===== config.mk =====
export PLATFORM = sky130hd
export DESIGN_NAME = vlan_len_filter
export DESIGN_NICKNAME = d
export VERILOG_FILES = /design/src/rtl/vlan_len_filter.sv
export SDC_FILE = /design/constraint.sdc
export NUM_CORES = 1
export LEC_CHECK = 0
export BUFFER_PORTS_ARGS = -buffer_cell sky130_fd_sc_hd__buf_2
export CORE_MARGIN = 1.5
export CORE_UTILIZATION = 54
export CTS_CLUSTER_SIZE = 30
export DETAILED_ROUTE_END_ITERATION = 16
export PLACE_DENSITY = 0.85
export SLEW_MARGIN = 10
export SYNTH_ARGS = -nofsm -noshare
export SYNTH_HDL_FRONTEND = slang
export SYNTH_SLANG_ARGS = --single-unit

===== constraint.sdc =====
create_clock -name clk -period 5.2 [get_ports clk]
set_input_delay 1.04 -clock clk [delete_from_list [all_inputs] [get_ports clk]]
set_output_delay 1.04 -clock clk [all_outputs]
set_load 0.1 [all_outputs]

===== src/rtl/vlan_len_filter.sv =====
module vlan_len_filter #(
  parameter int CNT_W   = 16,
  parameter int STD_MAX = 1518,
  parameter int TAG_MAX = 1522
) (
  input  logic             clk,
  input  logic             rst_n,
  input  logic             rx_valid,
  input  logic             rx_sof,
  input  logic             rx_eof,
  input  logic [7:0]       rx_data,
  input  logic [15:0]      tag_id_a,
  input  logic [15:0]      tag_id_b,
  output logic             vlan_tagged,
  output logic [CNT_W-1:0] byte_count,
  output logic             frame_done,
  output logic             frame_drop,
  output logic [2:0]       vlan_pcp,
  output logic [11:0]      vlan_vid
);
  localparam logic [CNT_W-1:0] CNT_TOP  = '1;
  localparam logic [CNT_W-1:0] STD_LIM  = CNT_W'(STD_MAX);
  localparam logic [CNT_W-1:0] TAG_LIM  = CNT_W'(TAG_MAX);

  logic [7:0]       type_hi, tci_hi;
  logic [15:0]      tci;
  logic [CNT_W-1:0] next_cnt;
  logic             id_match;

  assign next_cnt = rx_sof ? CNT_W'(1) :
                    (byte_count == CNT_TOP) ? byte_count : byte_count + CNT_W'(1);
  assign id_match = ({type_hi, rx_data} == tag_id_a) || ({type_hi, rx_data} == tag_id_b);
  assign vlan_pcp = tci[15:13];
  assign vlan_vid = tci[11:0];

  always_ff @(posedge clk) begin
    if (!rst_n) begin
      byte_count  <= '0;
      vlan_tagged <= 1'b0;
      type_hi     <= '0;
      tci_hi      <= '0;
      tci         <= '0;
      frame_done  <= 1'b0;
      frame_drop  <= 1'b0;
    end else begin
      frame_done <= rx_valid && rx_eof;
      frame_drop <= 1'b0;
      if (rx_valid) begin
        byte_count <= next_cnt;
        if (rx_sof)                 vlan_tagged <= 1'b0;
        else if (next_cnt == CNT_W'(14)) vlan_tagged <= id_match;
        if (next_cnt == CNT_W'(13)) type_hi <= rx_data;
        if (next_cnt == CNT_W'(15)) tci_hi  <= rx_data;
        if (next_cnt == CNT_W'(16)) tci     <= {tci_hi, rx_data};
        if (rx_eof)
          frame_drop <= next_cnt > ((next_cnt >= CNT_W'(14) && !rx_sof &&
                        (next_cnt == CNT_W'(14) ? id_match : vlan_tagged)) ? TAG_LIM : STD_LIM);
      end
    end
  end

  assert_sof_restart_R2: assert property (@(posedge clk) disable iff (!rst_n)
    rx_valid && rx_sof |=> byte_count == CNT_W'(1));
  assert_tag_clear_R5: assert property (@(posedge clk) disable iff (!rst_n)
    rx_valid && rx_sof |=> !vlan_tagged);
  assert_idle_hold_R10: assert property (@(posedge clk) disable iff (!rst_n)
    !rx_valid |=> $stable(byte_count) && $stable(vlan_tagged) && !frame_done);
  assert_drop_with_done_R8: assert property (@(posedge clk) disable iff (!rst_n)
    frame_drop |-> frame_done);
  assert_untagged_limit_R6: assert property (@(posedge clk) disable iff (!rst_n)
    frame_done && !vlan_tagged |-> frame_drop == (byte_count > STD_LIM));
  assert_tagged_limit_R7: assert property (@(posedge clk) disable iff (!rst_n)
    frame_done && vlan_tagged |-> frame_drop == (byte_count > TAG_LIM));
endmodule


======== After elaboration in Yosys (flattened, before gate mapping) ========
Cells that the tools add are included.
word-level totals
  flip-flop bits (word level) ............. 51
  input port bits ......................... 45
  output and inout port bits .............. 34
operators by class
  add/sub/neg operators ................... 1
  magnitude comparators ................... 2
  equal/unequal tests ..................... 7
  muxes and demuxes ....................... 5
  reductions and logical operators ........ 9
operators by type and width
  operator                 number
  $eq A16 B4 Y1 const B    3
  $eq A16 B16 Y1           2
  $mux W16                 2
  $add A16 B1 Y16 const B  1
  $eq A16 B16 Y1 const B   1
  $eq A16 B5 Y1 const B    1
  $ge A16 B4 Y1 const B    1
  $gt A16 B11 Y1           1
  $reduce_and A2 Y1        3
  $mux W5                  1
  $logic_and A1 B1 Y1      3
  $reduce_and A3 Y1        1
  $mux W1                  2
  $logic_not A1 Y1         1
  $logic_or A1 B1 Y1       1

======== Logic depth before layout (Yosys ltp) ========
  depth in word-level cells ............... 8
  mapped depth ............................ 14
  gate-level depth less buffers ........... 13

======== Least setup slack after synthesis ========
OpenSTA, ideal clock, no wires.
  path kind ............................... flip-flop to flip-flop
  start point ............................. register byte_count[1]
  end point ............................... register frame_drop
  library setup time ...................... 0.070 ns
  arrival time ............................ 4.306 ns
  slack ................................... 0.825 ns
  cell stages (with the launch flop) ...... 13
  buffers on the path ..................... 0
  period minus slack after synthesis ...... 4.375 ns
  cell sequence ........................... dfxtp_1 > nand2_1 > or2_1 > a311oi_2 > mux2_2 > or3_1 > or3_1 > nor3b_1 > ha_1 > nor3b_1 > nor4_1 > or3_1 > a21oi_1
between the ends
  word-level cells in the longest chain between the ends .. 8
  elaborated cells between the ends (all ways) .. 11
  those cells by class .................... add/sub (1); order compare (2); eq/ne (2); mux (4); reduce/logical (2)
ends and longest elaborated chain
  element                                                   line    RTL
  from (decl)                                               15      output logic [CNT_W-1:0] byte_count,
  from (signal assigned)                                    49      byte_count <= next_cnt;
  $add A16 B1 Y16 / $eq A16 B16 Y1 (equally long branches)  31      (byte_count == CNT_TOP) ? byte_count : byte_count + CNT_W'(1);
  $mux W16 (*)                                              31
  $mux W16 (*)                                              30      assign next_cnt = rx_sof ? CNT_W'(1) :
  $ge A16 B4 Y1 / $eq A16 B4 Y1 (equally long branches)     56, 57
  $logic_and A1 B1 Y1 / $mux W1 (equally long branches)     n/a
  $logic_and A1 B1 Y1                                       56      frame_drop <= next_cnt > ((next_cnt >= CNT_W'(14) && !rx_sof &&
  $mux W5                                                   57      (next_cnt == CNT_W'(14) ? id_match : vlan_tagged)) ? TAG_LIM : STD_LIM);
  $gt A16 B11 Y1 (*)                                        56
  to (signal assigned)                                      56
  to (decl)                                                 17      output logic frame_drop,
Mark *: on every way between the ends. The rest lies on a longest branch, timed or not.
A chain may end at the register's enable or synchronous reset.

======== Worst setup path in the final report ========
Same ends and word-level chain as after synthesis.

==> key figures <==
Global route
  – Gr usage total: 27.5%
  – Largest net degree at the start of global routing: 42
  – Initial antenna violation count: 0
  – First-pass GRT wire length: 13.5 mm
  – Vias in the first global route: 2764
  – Overflow after GRT: 0

Floorplan
  – Initial Util: 56.5%
  – Die height: 79.4 um
  – Die area: 6300 um^2
  – Core Area: 5570 um^2
  – Ports: 79
  – Row cnt: 27
  – Die width: 79.4 um

Placement
  – DPL Wire Length: 6.34 mm
  – Port buffer count: 78
  – DP Cell Count: 495
  – RePlAce Congestion: 0.921

Timing
  – Slew headroom: 46.4%
  – Final period utilization: 79.7%
  – Transition time of the tightest slew-check pin: 0.798 ns
  – Slew Viols, Final: 0
  – Setup violators final: 0
  – Setup Skew: 0.00422 ns
  – Post-route minimum period: 4.14 ns
  – Achievable clock frequency: 241 MHz
  – TNS Setup: 0 ns
  – WHS: 0.466 ns
  – RSZ-0062 raised after global routing: no
  – Fin. Hold Viols: 0

Synth
  – Post-synth EDFFs: 0
  – Synth area leaders: dfxtp_1 31%, mux2i_1 12%, xor2_1 10%
  – Netlist cell types: 55
  – Warning count from the yosys run: 0
  – Mean Syn Cell Area: 8.58 um^2
  – Post-synthesis cell count: 367
  – Register bit count reported by yosys: 49
  – Mapped cell area: 3150 um^2
  – Syn nets: 416
  – Top cell type's share of synthesized area: 31.2%
  – Post-synth top area cell: dfxtp_1
  – Sequential area share after synthesis: 31.2%
  – Top FF cell, synth: dfxtp_1
  – Fraction of registers with async set/reset: 0%

Routing
  – Post-detailed-route wirelength per cell: 17.0 um
  – Post-DRT Antenna Nets: 0
  – Via/cell ratio: 6.09
  – Via count: 3062
  – Routed WL: 8.55 mm
  – Pre-Repair DR Iteration Count: 5
  – Remaining DRCs: 0
  – Initial DRC Count: 418

Critical path
  – Crit-path cells: ha_1, nand4_1, nor4_4, mux2_2, and4bb_2, nand3_1, o31ai_1, nor3b_1, ha_1, nor3b_1, nor4_1, or3_1, a21oi_1
  – Worst Path Arrival: 4.40 ns
  – Slowest-stage cell, CP: nor4_4
  – R2R setup slack: 1.06 ns
  – Crit end category: flip-flop
  – Type of the worst setup path: reg2reg
  – CP required: 5.46 ns
  – Startpoint types: flip-flop
  – Worst-path fanout max: 10
  – CP max stage delay: 0.59 ns

Power and ir drop
  – Leak Pwr: 1.72 nW
  – Worst IR Drop VDD: 205 uV
  – Clock power frac: 35.2%
  – Logic gate share of total power: 11.5%
  – Internal: 505 uW
  – Psw: 204 uW
  – Pwr dens: 198 nW/um^2
  – Sw Ratio: 28.8%
  – Seq pwr share: 53.3%

Run status
  – Status: completed

Finish
  – # diodes: 0
  – Layout cells sized above 1: 23.9%
  – Fin cells: 503
  – Nets: 479
  – Commonest non-fill, non-tap cell in the layout: buf_2
  – Layout area overhead: 14.0%
  – Commonest cells after routing, fill and taps aside: 78 x buf_2, 52 x nand2_1, 49 x dfxtp_1

Clock tree
  – Post CTS Setup Buffer Count: 0
  – H-tree depth: 2
  – Clk sinks: 49
  – Clock slew at reported path FFs: 0.10 ns
  – Worst-skew pair later-pin latency: 0.32 ns
  – Post-cts resize count: 0
  – Hold buffers post-CTS: 0
  – Clock tree buffer depth: 2
  – Num CTS Buffers: 5
  – Root buffer cell: clkbuf_8
  – CTS tree: built

Run
  – MaxCap Viol Count: 0

Hold path
  – Hold Crit Class: reg2reg
routing by layer:
layer  up-vias  GRT usage [%]  share of wire, %
li1       1435              -                 -
met1      1483           35.3                43
met2       122           46.3                50
met3        22           4.83               5.4
met4         0           9.12               2.0
met5         -              0                 0
cells by family (layout without fill, tap and decap cells):
family	after synthesis	count (layout)	share of synthesized area (%)
muxes	42	42	13.5
xor gates and xnor gates	41	41	11.4
buffers and inverters	30	94	5.29
adders and majority gates	4	4	1.59
AOI/OAI and AO/OA	50	50	10.6
DFF	49	49	31.2
and+or+nand+nor	151	151	26.5
synthesized netlist by cell type (all sizes together) (5+ instances only):
library cell,n
nand3,11
inv,7
nor3,5
nand2,52
xor2,37
dfxtp,49
nand4,10
mux2i,39
a31oi,6
clkbuf,9
or3,5
nor4,15
a21oi,10
o21ai,14
buf,13
nor2,29
stage by stage:
step	utilization [%]	power (mW)	setup WS (ns)	instance area [um^2]
2_1_floorplan	-	0.432	0.825	3150
3_5_place_dp	62.6	0.466	0.957	3490
5_1_grt	64.4	0.732	0.792	3590
6_report	64.4	0.710	1.06	3590
3_3_place_gp	62.6	0.464	1.10	3490
4_1_cts	64.4	0.712	1.15	3590
path summary, 6_finish.rpt:
kind              cells past startpoint                        from               endpoint
setup reg to reg                     13  byte_count[1]$_SDFFE_PN0P_  frame_drop$_SDFF_PN0_
setup / recovery                     13  byte_count[1]$_SDFFE_PN0P_  frame_drop$_SDFF_PN0_
hold reg to reg                       2         tci[7]$_SDFFE_PN0P_    tci[7]$_SDFFE_PN0P_
hold / removal                        2         tci[7]$_SDFFE_PN0P_    tci[7]$_SDFFE_PN0P_
flip-flops by register name, summed over array words and instances, names as in the netlist:
register / count
vlan_tagged: 1
frame_done: 1
type_hi: 8
tci_hi: 7
tci: 15
frame_drop: 1
byte_count: 16
critical path, delay by kind of cell, from the launching register on:
kind	cells	cell delay, ns
AOI/OAI and AO/OA	2	0.49
muxes	1	0.38
DFF	1	0.50
adders and majority gates	2	0.59
and+or+nand+nor	8	2.11
power by group through the flow:
stage	clock, mW	sequential (mW)	combinational (mW)
floorplan	0	0.395	0.0370
global placement	0	0.386	0.0778
detailed placement	0	0.387	0.0796
CTS	0.253	0.378	0.0804
global route	0.266	0.378	0.0874
finish	0.250	0.378	0.0815
layout make-up:
cell class              instances  area, um^2
fillers                       491        1980
multi-input cells             288        2000
clock inverters                 3        28.8
well taps                      72        90.1
repair buffers                 78         390
clock buffers                   5        68.8
inverters                       8        30.0
flip-flops and latches         49         981
Note: power is estimated with default switching activity, not from simulation.
